===== config.mk =====
export PLATFORM = sky130hd
export DESIGN_NAME = baudot_kbd_encoder
export DESIGN_NICKNAME = d
export VERILOG_FILES = /design/src/rtl/bd_pkg.sv /design/src/rtl/bd_rom.sv /design/src/rtl/bd_shift_ctl.sv /design/src/rtl/bd_out_reg.sv /design/src/rtl/baudot_kbd_encoder.sv
export SDC_FILE = /design/constraint.sdc
export NUM_CORES = 1
export LEC_CHECK = 0
export BUFFER_PORTS_ARGS = -buffer_cell sky130_fd_sc_hd__buf_2
export CAP_MARGIN = 20
export CORE_MARGIN = 4
export CORE_UTILIZATION = 45
export CTS_CLUSTER_DIAMETER = 60
export CTS_CLUSTER_SIZE = 16
export DETAILED_ROUTE_END_ITERATION = 12
export PLACE_DENSITY = 0.67
export RECOVER_POWER = 25
export SLEW_MARGIN = 20
export SYNTH_ARGS = -nofsm -noshare
export SYNTH_HDL_FRONTEND = slang
export SYNTH_HIERARCHICAL = 1
export SYNTH_SLANG_ARGS = --single-unit

===== constraint.sdc =====
create_clock -name clk -period 2.3 [get_ports clk]
set_input_delay 0.115 -clock clk [delete_from_list [all_inputs] [get_ports clk]]
set_output_delay 0.115 -clock clk [all_outputs]
set_load 0.005 [all_outputs]

===== src/rtl/bd_pkg.sv =====
package bd_pkg;
   localparam int BD_CODE_W = 5;
   localparam int BD_IDX_W  = 7;

   typedef logic [BD_CODE_W-1:0] bd_code_t;

   // table entry: both-case flag, figures flag, 5-bit code
   typedef struct packed {
      logic     both;
      logic     figs;
      bd_code_t code;
   } bd_entry_t;
endpackage


===== src/rtl/bd_rom.sv =====
module bd_rom #(
   parameter int CHAR_W    = 7,
   parameter bit FOLD_CASE = 1'b1
) (
   input  logic [CHAR_W-1:0] key,
   output bd_pkg::bd_entry_t entry
);
   localparam int IW = bd_pkg::BD_IDX_W;

   logic [IW-1:0] base;
   logic [IW-1:0] idx;
   logic          in_range;
   logic [IW-1:0] raw;

   assign base = key[IW-1:0];

   generate
      if (CHAR_W > IW) begin : g_wide
         assign in_range = ~|key[CHAR_W-1:IW];
      end else begin : g_exact
         assign in_range = 1'b1;
      end
   endgenerate

   generate
      if (FOLD_CASE) begin : g_fold
         assign idx = (base[6:5] == 2'b11) ? {2'b10, base[4:0]} : base;
      end else begin : g_nofold
         assign idx = base;
      end
   endgenerate

   // {both, figs, code[4:0]} written in octal
   always_comb begin
      case (idx)
         7'h07: raw = 7'o064;
         7'h0A: raw = 7'o110;
         7'h0D: raw = 7'o102;
         7'h20: raw = 7'o104;
         7'h21: raw = 7'o066;
         7'h22: raw = 7'o061;
         7'h23: raw = 7'o045;
         7'h24: raw = 7'o062;
         7'h26: raw = 7'o053;
         7'h27: raw = 7'o072;
         7'h28: raw = 7'o076;
         7'h29: raw = 7'o051;
         7'h2C: raw = 7'o046;
         7'h2D: raw = 7'o070;
         7'h2E: raw = 7'o047;
         7'h2F: raw = 7'o067;
         7'h30: raw = 7'o055;
         7'h31: raw = 7'o075;
         7'h32: raw = 7'o071;
         7'h33: raw = 7'o060;
         7'h34: raw = 7'o052;
         7'h35: raw = 7'o041;
         7'h36: raw = 7'o065;
         7'h37: raw = 7'o074;
         7'h38: raw = 7'o054;
         7'h39: raw = 7'o043;
         7'h3A: raw = 7'o056;
         7'h3B: raw = 7'o057;
         7'h3F: raw = 7'o063;
         7'h41: raw = 7'o030;
         7'h42: raw = 7'o023;
         7'h43: raw = 7'o016;
         7'h44: raw = 7'o022;
         7'h45: raw = 7'o020;
         7'h46: raw = 7'o026;
         7'h47: raw = 7'o013;
         7'h48: raw = 7'o005;
         7'h49: raw = 7'o014;
         7'h4A: raw = 7'o032;
         7'h4B: raw = 7'o036;
         7'h4C: raw = 7'o011;
         7'h4D: raw = 7'o007;
         7'h4E: raw = 7'o006;
         7'h4F: raw = 7'o003;
         7'h50: raw = 7'o015;
         7'h51: raw = 7'o035;
         7'h52: raw = 7'o012;
         7'h53: raw = 7'o024;
         7'h54: raw = 7'o001;
         7'h55: raw = 7'o034;
         7'h56: raw = 7'o017;
         7'h57: raw = 7'o031;
         7'h58: raw = 7'o027;
         7'h59: raw = 7'o025;
         7'h5A: raw = 7'o021;
         default: raw = 7'o000;
      endcase
   end

   assign entry = in_range ? bd_pkg::bd_entry_t'(raw) : '0;
endmodule


===== src/rtl/bd_shift_ctl.sv =====
module bd_shift_ctl #(
   parameter logic [4:0] FIGS_SHIFT = 5'o33,
   parameter logic [4:0] LTRS_SHIFT = 5'o37
) (
   input  logic              clk,
   input  logic              rst_n,
   input  logic              slot_free,
   input  logic              key_fire,
   input  bd_pkg::bd_entry_t entry,
   output logic              emit,
   output bd_pkg::bd_code_t  emit_code,
   output logic              shift_q,
   output logic              pend_q
);
   bd_pkg::bd_code_t pend_code_q;
   logic             known;
   logic             direct;

   assign known  = (entry != '0);
   assign direct = entry.both || (entry.figs == shift_q);

   always_comb begin
      emit      = 1'b0;
      emit_code = '0;
      if (pend_q && slot_free) begin
         emit      = 1'b1;
         emit_code = pend_code_q;
      end else if (key_fire && known) begin
         emit = 1'b1;
         if (direct) emit_code = entry.code;
         else        emit_code = entry.figs ? FIGS_SHIFT : LTRS_SHIFT;
      end
   end

   always_ff @(posedge clk) begin
      if (!rst_n) begin
         shift_q     <= 1'b0;
         pend_q      <= 1'b0;
         pend_code_q <= '0;
      end else if (pend_q && slot_free) begin
         pend_q <= 1'b0;
      end else if (key_fire && known && !direct) begin
         shift_q     <= entry.figs;
         pend_code_q <= entry.code;
         pend_q      <= 1'b1;
      end
   end
endmodule


===== src/rtl/bd_out_reg.sv =====
module bd_out_reg (
   input  logic             clk,
   input  logic             rst_n,
   input  logic             load,
   input  bd_pkg::bd_code_t load_code,
   input  logic             clear,
   output bd_pkg::bd_code_t code_q,
   output logic             done_q
);
   always_ff @(posedge clk) begin
      if (!rst_n) begin
         code_q <= '0;
         done_q <= 1'b0;
      end else if (load) begin
         code_q <= load_code;
         done_q <= 1'b1;
      end else if (clear) begin
         done_q <= 1'b0;
      end
   end
endmodule


===== src/rtl/baudot_kbd_encoder.sv =====
module baudot_kbd_encoder #(
   parameter int         CHAR_W     = 7,
   parameter bit         FOLD_CASE  = 1'b1,
   parameter logic [4:0] FIGS_SHIFT = 5'o33,
   parameter logic [4:0] LTRS_SHIFT = 5'o37
) (
   input  logic              clk,
   input  logic              rst_n,
   input  logic              key_valid,
   input  logic [CHAR_W-1:0] key_data,
   output logic              key_ready,
   input  logic              rd_clear,
   output logic [4:0]        code_out,
   output logic              done,
   output logic              shift_figs
);
   generate
      if (CHAR_W < bd_pkg::BD_IDX_W) begin : g_bad_width
         $error("CHAR_W must cover 7-bit ASCII");
      end
      if (FIGS_SHIFT == LTRS_SHIFT) begin : g_bad_shift
         $error("case-change codes must differ");
      end
   endgenerate

   bd_pkg::bd_entry_t entry;
   bd_pkg::bd_code_t  emit_code;
   logic              emit;
   logic              pend_valid;
   logic              key_fire;

   assign key_ready = !done && !pend_valid;
   assign key_fire  = key_valid && key_ready;

   bd_rom #(.CHAR_W(CHAR_W), .FOLD_CASE(FOLD_CASE)) u_rom (
      .key   (key_data),
      .entry (entry)
   );

   bd_shift_ctl #(.FIGS_SHIFT(FIGS_SHIFT), .LTRS_SHIFT(LTRS_SHIFT)) u_ctl (
      .clk       (clk),
      .rst_n     (rst_n),
      .slot_free (!done),
      .key_fire  (key_fire),
      .entry     (entry),
      .emit      (emit),
      .emit_code (emit_code),
      .shift_q   (shift_figs),
      .pend_q    (pend_valid)
   );

   bd_out_reg u_out (
      .clk       (clk),
      .rst_n     (rst_n),
      .load      (emit),
      .load_code (emit_code),
      .clear     (rd_clear),
      .code_q    (code_out),
      .done_q    (done)
   );
endmodule



==> results of run 1 <==
## cell type report
class | instances | area [um^2]
multi-input cells | 172 | 1220
repair buffers | 55 | 363
fillers | 345 | 1410
well taps | 46 | 57.6
clock buffers | 4 | 26.3
flip-flops and latches | 13 | 260
inverters | 8 | 30.0
## worst reg2reg max path, cell delays in order, from the launching register on
cell     delay (ps)
dfxtp_1         340
nor3b_2         180
inv_1            90
a31oi_4         170
nand2_2          90
buf_4           150
a21oi_1         120
mux2i_1          90
nor2b_1         120
## worst min-delay path by stage
| stage | start | to | slack (ps) | depth (start not counted) |
|---|---|---|---|---|
| 2_1_floorplan | rst_n | u_out/done_q$_SDFFE_PN0P_ | 230 | 1 |
| 3_3_place_gp | rd_clear | u_out/done_q$_SDFFE_PN0P_ | 440 | 3 |
| 3_5_place_dp | rd_clear | u_out/done_q$_SDFFE_PN0P_ | 440 | 3 |
| 4_1_cts | rd_clear | u_out/done_q$_SDFFE_PN0P_ | 130 | 3 |
| 5_1_grt | rd_clear | u_out/done_q$_SDFFE_PN0P_ | 150 | 3 |
| 6_report | rd_clear | u_out/done_q$_SDFFE_PN0P_ | 150 | 3 |
## synth_stat cells, types with 3 or more instances
library cell  number
nor3_1             3
buf_2              3
nor2b_1            8
buf_6              3
nand2b_1          12
nor2_1            12
mux2i_1           11
dfxtp_1           13
o21ai_0           10
nand3_1            4
inv_1              7
o211ai_1           4
a21oi_1           14
a31oi_1            3
buf_4              4
ha_1              12
a31o_2             3
nand2_1           28
## layer usage
metal  track usage [%]  vias up
met5                 0        -
met3              3.88        9
met1              25.4      753
met4              6.08        0
li1                  -      834
met2              29.6       49
## cell families (layout without fill, tap and decap cells)
family	Yosys count	after routing	share of synthesized area (%)
flops	13	13	16.6
compound gates	58	58	26.2
xor+xnor	1	1	0.558
mux	13	13	8.45
fa+ha+maj	12	12	9.57
buf+inv	20	67	7.42
simple gates	88	88	31.3
## state kept, by name, indices dropped and copies added, names as in the netlist
signal / cells
u_ctl/pend_code_q: 5
u_out/code_q: 5
u_ctl/pend_q: 1
u_ctl/shift_q: 1
u_out/done_q: 1
## power breakdown
group / switching (mW) / total (mW) / internal, mW
Combinational: 0.171 / 0.328 / 0.157
Sequential: 0.00743 / 0.243 / 0.236
Clock: 0.0727 / 0.140 / 0.0675
==> results.json, run 1 <==
{
  "layout-area-overhead-vs-synth_pct": 24.6,
  "final_area_um2": 1960,
  "setup_viol": 0,
  "cts_resized": 0,
  "path_buf_inv": 2,
  "numCtsBuffers": 3,
  "crit_chain": "buf_2 -> inv_1 -> ha_1 -> a211o_1 -> o32ai_1 -> a211oi_1 -> a32o_1 -> nor3_2 -> a31oi_4 -> or2_4 -> mux2i_1 -> nor2b_1",
  "grt_max_degree": 21,
  "met3_length_um": 281,
  "cp.required_ps": 2480,
  "syn-num-nets": 228,
  "core-area_um2": 3360,
  "r2r-end": "u_out/code_q[1]$_SDFFE_PN0P_",
  "cp.arrival_ps": 2300,
  "synth_cell_type_count": 60,
  "cap_viol_max_count": 0,
  "layout.nets": 276,
  "placed_cell_area_um2": 1910,
  "maxUsedRoutingLayer": "met4",
  "setup_tns_ps": 0,
  "fin_util_pct": 58.1,
  "rr_worst_depth": 8,
  "pin_count": 19,
  "layout_commonest_cell": "buf_4",
  "dp_hpwl_um": 3160,
  "avgRoutedWirePerCell_um": 13.5,
  "p_leak_nw": 0.870,
  "hold_viol_final": 0,
  "ant_nets": 0,
  "numPortBuffers": 18,
  "crit_family": "compound AO/OA/AOI/OAI gates",
  "synth_seq_area_share_pct": 16.6,
  "slew_viol_final": 0,
  "clockBufferDepth": 2,
  "cts_tree": "done",
  "via_count": 1645,
  "relSlewSlack_pct": 73.8,
  "post-cts-setup-buffers": 0,
  "fmax_mhz": 471,
  "holdBufCountCts": 0,
  "holdCritPathClass": "input port to register",
  "h-tree-depth": 1,
  "syn_inst": 205,
  "powerDensity_nw_per_um2": 364,
  "diodes": 0,
  "synth_ff_type": "dfxtp_1",
  "critPathSlowestCell": "a211o_1",
  "r2r_start": "u_out/done_q$_SDFFE_PN0P_",
  "syn_area_um2": 1570,
  "routed_wl_um": 4010,
  "cp_max_fo": 6,
  "routed-wl-met2_um": 1810,
  "die_h_um": 67.1,
  "skew_ps": 9.97,
  "total_power_mw": 0.711,
  "cts_sinks": 13,
  "fin_crit_ps": 2120,
  "fp.dieW_um": 67.1,
  "ir_worst_vdd_uv": 144,
  "rsz0062_at_grt": "false",
  "overflow": 0,
  "synth_area_leaders": "dfxtp_1 (17%), ha_1 (9.6%), mux2i_1 (7.0%)",
  "dp_slack_ps": -196,
  "drc_errors": 0,
  "die_area_um2": 4500,
  "path_depth": 12,
  "synth_top_area_share_pct": 16.6,
  "instances_no_fill": 298,
  "period_share_pct": 92.3,
  "yosysWarningCount": 6,
  "criticalPathCategory": "input port to register",
  "endpoint": "u_out/code_q[0]$_SDFFE_PN0P_",
  "initial_utilization_pct": 46.7,
  "timing.reg2reg.setup_slack_ps": 900,
  "yosys.area.top_type": "dfxtp_1",
  "wl_met1_um": 1830,
  "ys_ff_latch": 13,
  "antenna_found_initial": 0,
  "endpoint_kind": "register",
  "hold_slack_ps": 145,
  "startpoint": "key_data[0]",
  "num_rows": 21,
  "cts_root_buf": "clkbuf_4",
  "drt_pre_antenna_iters": 4,
  "drtIter0Drc": 69,
  "cts.reportedPaths.clkPinSlew_ps": 80,
  "gp_congestion": 0.925,
  "cp-start-kind": "input port",
  "synthArstFlopShare_pct": 0,
  "outcome": "complete, no violations",
  "drive_above_1_share_pct": 29.4,
  "fin_ws_ps": 177,
  "placed_cells": 294,
  "grt_pass1_wl_um": 6560,
  "vias_per_cell": 5.52,
  "grt_pass1_vias": 1442,
  "clock_latency_ps": 280,
  "tightest_slew_ps": 391,
  "grt_usage_pct": 18.8,
  "synth-edff-count": 0,
  "cpPeakStageDelay_ps": 320,
  "synth_area_per_cell_um2": 7.65,
  "layout_common_cells": "buf_4 (37), nand2_1 (28), buf_2 (14), a21oi_1 (14), dfxtp_1 (13)"
}
No activity file was read; power rests on OpenSTA's default activity.
==> inputs of run 2 (changes only) <==
Settings changed: PLACE_DENSITY 0.67 to not set, PLACE_DENSITY_LB_ADDON set to 0.08.
==> run 2 against run 1 <==
  * Maximum frequency shrank 0.75%
  * Global-route usage down 0.15 points
  * Non-clock buffer count shrank 5
  * Cell area fell by 1.2%
  * First-iteration DRC count up 4.3%
  * Largest cell class unchanged
  * Highest routed layer unchanged
  * Sequential power hardly changed
  * Critical endpoint is now u_out/code_q[2]$_SDFFE_PN0P_
  * Register-to-register slack worse by 50 ps
  * Count of clock-buffer cells in the layout is the same
  * Worst setup slack lost 16 ps
  * Largest power group unchanged
  * Utilization decreased by 0.67 points
  * Clock skew shrank 7.3 ps
  * Wire length is 2.9% higher
==> results.json, run 2 (synthesized netlist as in run 1, its figures left out) <==
{
  "via_count": 1654,
  "final_area_um2": 1930,
  "layout_commonest_cell": "buf_4",
  "drt_pre_antenna_iters": 4,
  "pin_count": 19,
  "ir_worst_vdd_uv": 120,
  "avgRoutedWirePerCell_um": 14.1,
  "clockBufferDepth": 2,
  "regArea_um2": 260,
  "min_path_cells": 3,
  "r2r-end": "u_out/code_q[2]$_SDFFE_PN0P_",
  "dp_slack_ps": -194,
  "layout_common_cells": "buf_4 (31), nand2_1 (28), buf_2 (15)",
  "core-area_um2": 3360,
  "antenna_found_initial": 0,
  "powerDensity_nw_per_um2": 367,
  "crit_family": "compound AO/OA/AOI/OAI gates",
  "gp_congestion": 0.975,
  "grt_max_degree": 20,
  "path_buf_inv": 2,
  "timing.reg2reg.setup_slack_ps": 850,
  "setup_viol": 0,
  "hold_end": "u_out/done_q$_SDFFE_PN0P_",
  "h-tree-depth": 1,
  "holdCritPathClass": "input port to register",
  "layout-area-overhead-vs-synth_pct": 23.2,
  "hold_viol_final": 0,
  "layout.nets": 271,
  "numPortBuffers": 18,
  "outcome": "complete, no violations",
  "numCtsBuffers": 3,
  "relSlewSlack_pct": 74.7,
  "skew_ps": 2.67,
  "period_share_pct": 93.0,
  "cp.required_ps": 2520,
  "drive_above_1_share_pct": 29.1,
  "cts.reportedPaths.clkPinSlew_ps": 80,
  "reg_top3": "u_ctl/pend_code_q x5, u_out/code_q x5",
  "cp.arrival_ps": 2350,
  "multi_input_area_um2": 1220,
  "overflow": 0,
  "cp-start-kind": "input port",
  "fmax_mhz": 468,
  "criticalPathCategory": "input port to register",
  "dp_hpwl_um": 3280,
  "critPathSlowestCell": "nor4bb_1",
  "cts_sinks": 13,
  "fin_crit_ps": 2140,
  "grt_pass1_wl_um": 6630,
  "ant_nets": 0,
  "post-cts-setup-buffers": 0,
  "rr_worst_depth": 7,
  "cts_tree": "done",
  "drtIter0Drc": 72,
  "endpoint_kind": "register",
  "p_leak_nw": 0.850,
  "fin_ws_ps": 161,
  "diodes": 0,
  "initial_utilization_pct": 46.7,
  "worstHoldStart": "rd_clear",
  "die_h_um": 67.1,
  "cap_viol_max_count": 0,
  "cts_root_buf": "clkbuf_4",
  "fp.dieW_um": 67.1,
  "crit_chain": "buf_2 -> inv_1 -> ha_4 -> nor4bb_1 -> a21oi_1 -> o2111ai_1 -> a22o_1 -> nor2_1 -> a31oi_4 -> nand2_2 -> o31ai_2 -> mux2i_1 -> nor2b_1",
  "drc_errors": 0,
  "n_fill_cell": 342,
  "grt_usage_pct": 18.7,
  "vias_per_cell": 5.65,
  "tightest_slew_ps": 374,
  "slew_viol_final": 0,
  "placed_cell_area_um2": 1880,
  "grt_pass1_vias": 1484,
  "routed_wl_um": 4130,
  "clock_latency_ps": 270,
  "cp_max_fo": 5,
  "r2r_start": "u_out/done_q$_SDFFE_PN0P_",
  "die_area_um2": 4500,
  "cpPeakStageDelay_ps": 390,
  "num_rows": 21
}
==> run 2: changes by cell type in the layout (fill, tap and decap cells not counted), sizes merged <==
cell    previous run  this run
clkbuf             8         7
buf               51        47
==> run 2: layer usage <==
metal	wire (um)	track usage [%]	vias up
met5	0	0	-
met4	108	7.59	0
met3	213	0.506	12
met2	2080	34.8	60
met1	1720	22.0	762
li1	-	-	820
==> run 2: worst max-delay path by stage <==
stage           startpoint                           end  depth (start not counted)
2_1_floorplan  key_data[2]  u_out/code_q[0]$_SDFFE_PN0P_                         13
3_3_place_gp   key_data[1]  u_out/code_q[1]$_SDFFE_PN0P_                         12
3_5_place_dp   key_data[0]  u_out/code_q[4]$_SDFFE_PN0P_                         12
4_1_cts        key_data[0]  u_out/code_q[4]$_SDFFE_PN0P_                         12
5_1_grt        key_data[1]  u_out/code_q[2]$_SDFFE_PN0P_                         13
6_report       key_data[1]  u_out/code_q[2]$_SDFFE_PN0P_                         13
==> run 2: power by group <==
part	switching [mW]	internal, mW	total [mW]
Clock	0.0737	0.0672	0.141
Combinational	0.170	0.155	0.325
Sequential	0.00765	0.236	0.243
==> run 2: repair_timing <==
item	in CTS	in global routing
endpoints found under the setup margin	0	5
resized for setup	0	6
hold buffers	0	0
==> run 2: per-stage QoR <==
stage                     cells  setup TNS [ps]  util, %  hold WS (ps)  total power [mW]
after global placement      289            -538     56.0           441             0.559
after detailed placement    289           -1050     56.0           435             0.564
final                       293               0     57.5           142             0.709
after floorplan             205               0        -           233             0.452
after CTS                   293               0     56.8           139             0.703
after global routing        293           -7.18     57.5           149             0.749
==> run 2: final cells by class <==
class	count	share of cell area, %
tap	46	2.98
timing repair buffer	50	17.5
multi-input combinational	172	63.1
sequential	13	13.5
inverter	8	1.55
clock buffer	4	1.36
==> run 2: worst min-delay path: stages <==
cell,delay [ps]
buf_2,80
nor2b_1,30
o21a_1,150
==> inputs of run 3 (changes only) <==
Clock period 2.3 ns to 2 ns, I/O delays scaled along.
==> run 3 against run 2 <==
  * The run now ends with setup timing left
  * Sequential cell count unchanged
  * Count of clock-buffer cells in the layout unchanged
  * Total power increased by 30%
  * Critical path type unchanged
  * Largest power group unchanged
  * Non-clock buffer count is 15 higher
==> results.json, run 3 (synthesized netlist as in run 1, its figures left out) <==
{
  "outcome": "complete, but fails checks",
  "violations": "setup timing",
  "die_area_um2": 4500,
  "holdBufCountCts": 0,
  "initial_utilization_pct": 46.7,
  "drt_pre_antenna_iters": 8,
  "hold_slack_ps": 119,
  "clockBufferDepth": 2,
  "cts.reportedPaths.clkPinSlew_ps": 90,
  "total_power_mw": 0.924,
  "fmax_mhz": 483,
  "slew_viol_final": 0,
  "fp.dieW_um": 67.1,
  "regArea_um2": 260,
  "layout_commonest_cell": "buf_4",
  "drive_above_1_share_pct": 42.0,
  "cp.arrival_ps": 2240,
  "path_depth": 12,
  "critPathSlowestCell": "a221o_1",
  "path_buf_inv": 2,
  "die_h_um": 67.1,
  "endpoint": "u_out/code_q[1]$_SDFFE_PN0P_",
  "endpoint_kind": "register",
  "cpPeakStageDelay_ps": 360,
  "core-area_um2": 3360,
  "ir_worst_vdd_uv": 218,
  "grt_pass1_vias": 1594,
  "timing.reg2reg.setup_slack_ps": 510,
  "layout-area-overhead-vs-synth_pct": 44.2,
  "cp.required_ps": 2170,
  "cap_viol_max_count": 0,
  "layout_common_cells": "buf_4 (44), nand2_1 (27), buf_2 (13), dfxtp_1 (13), a21oi_1 (12)",
  "grt_pass1_wl_um": 7950,
  "skew_ps": 5.67,
  "drc_errors": 0,
  "dp_hpwl_um": 3670,
  "combPwrFrac_pct": 51.5,
  "antenna_found_initial": 0,
  "p_switching_mw": 0.344,
  "gp_congestion": 0.948,
  "internal-power_mw": 0.580,
  "fin_crit_ps": 2070,
  "pin_count": 19,
  "clock_latency_ps": 280,
  "vias_per_cell": 5.70,
  "placed_cells": 300,
  "diodes": 0,
  "r2r-end": "u_out/code_q[2]$_SDFFE_PN0P_",
  "reg_top3": "u_ctl/pend_code_q x5, u_out/code_q x5",
  "setup_viol": 5,
  "holdCritPathClass": "input port to register",
  "multi_input_area_um2": 1380,
  "seqPwrFrac_pct": 30.2,
  "powerDensity_nw_per_um2": 409,
  "avgRoutedWirePerCell_um": 16.0,
  "crit_family": "compound AO/OA/AOI/OAI gates",
  "netSwitchingFraction_pct": 37.2,
  "routed_wl_um": 4940,
  "crit_chain": "buf_12 -> inv_6 -> ha_4 -> mux2_2 -> a221o_1 -> o31ai_1 -> o211ai_1 -> nor3_4 -> a31oi_4 -> or2_4 -> mux2i_1 -> nor2b_1",
  "numCtsBuffers": 3,
  "cts_sinks": 13,
  "rr_worst_depth": 7,
  "hold_viol_final": 0,
  "via_count": 1755,
  "r2r_start": "u_out/done_q$_SDFFE_PN0P_",
  "cp-start-kind": "input port",
  "n_fill_cell": 306,
  "p_leak_nw": 0.963,
  "period_share_pct": 104,
  "grt_usage_pct": 23.2,
  "num_rows": 21,
  "startpoint": "key_data[0]",
  "rsz0062_at_grt": "true",
  "relSlewSlack_pct": 76.7,
  "dp_slack_ps": -448,
  "ant_nets": 0,
  "overflow": 0,
  "power_frac_clock_pct": 18.3,
  "drtIter0Drc": 135,
  "h-tree-depth": 1,
  "fin_ws_ps": -72.3,
  "cp_max_fo": 6,
  "cts_tree": "done",
  "grt_max_degree": 20,
  "instances_no_fill": 308,
  "tightest_slew_ps": 347,
  "layout.nets": 286,
  "numPortBuffers": 18,
  "cts_root_buf": "clkbuf_4",
  "criticalPathCategory": "input port to register"
}
==> run 3: cell count changes in the layout (fill, tap and decap cells not counted), sizes merged <==
cell / delta
buf: +15
==> run 3: tightest hold or removal path, delay by kind of cell <==
family / cells / cell delay (ps)
buffers and inverters: 1 / 70
AO/OA/AOI/OAI: 1 / 150
AND/OR/NAND/NOR: 1 / 30
==> run 3: what timing repair did <==
action / in CTS / in global routing
setup buffers: 4 / 1
gates resized for setup: 27 / 26
pin swaps: 13 / 9
endpoints found under the hold margin: 0 / 0
setup endpoints to repair: 6 / 12
==> run 3: metal layers <==
layer  up-vias  global-route usage, %  wire, um
met2        62                   36.6      2410
li1        853                      -         -
met3         4                   3.71       248
met5         -                      0         0
met4         0                   6.33        38
met1       836                   32.1      2250
==> run 3: per-stage QoR <==
step	area [um^2]	setup TNS [ps]	util [%]
after floorplan	1580	-1130	-
after global placement	1980	-3500	58.9
after detailed placement	1980	-3810	58.9
after CTS	2150	0	64.0
after global routing	2260	-425	67.3
final	2260	-176	67.3
==> run 3: layout make-up <==
class / count / area share (%)
flip-flops and latches: 13 / 11.5
inverters: 8 / 1.88
well taps: 46 / 2.54
multi-input cells: 172 / 61.1
clock buffers: 4 / 1.16
repair buffers: 65 / 21.8
==> run 3: power groups by stage <==
stage	sequential, mW	combinational [mW]	clock (mW)
3_5_place_dp	0.285	0.388	0
4_1_cts	0.279	0.433	0.173
5_1_grt	0.281	0.512	0.184
6_report	0.279	0.476	0.169
3_3_place_gp	0.284	0.382	0
2_1_floorplan	0.285	0.239	0
==> run 3: worst min path at each step <==
stage	depth (start not counted)	from	end
floorplan	1	rst_n	u_out/done_q$_SDFFE_PN0P_
global placement	3	rd_clear	u_out/done_q$_SDFFE_PN0P_
detailed placement	3	rd_clear	u_out/done_q$_SDFFE_PN0P_
CTS	3	rd_clear	u_out/done_q$_SDFFE_PN0P_
global route	3	rd_clear	u_out/done_q$_SDFFE_PN0P_
finish	3	rd_clear	u_out/done_q$_SDFFE_PN0P_
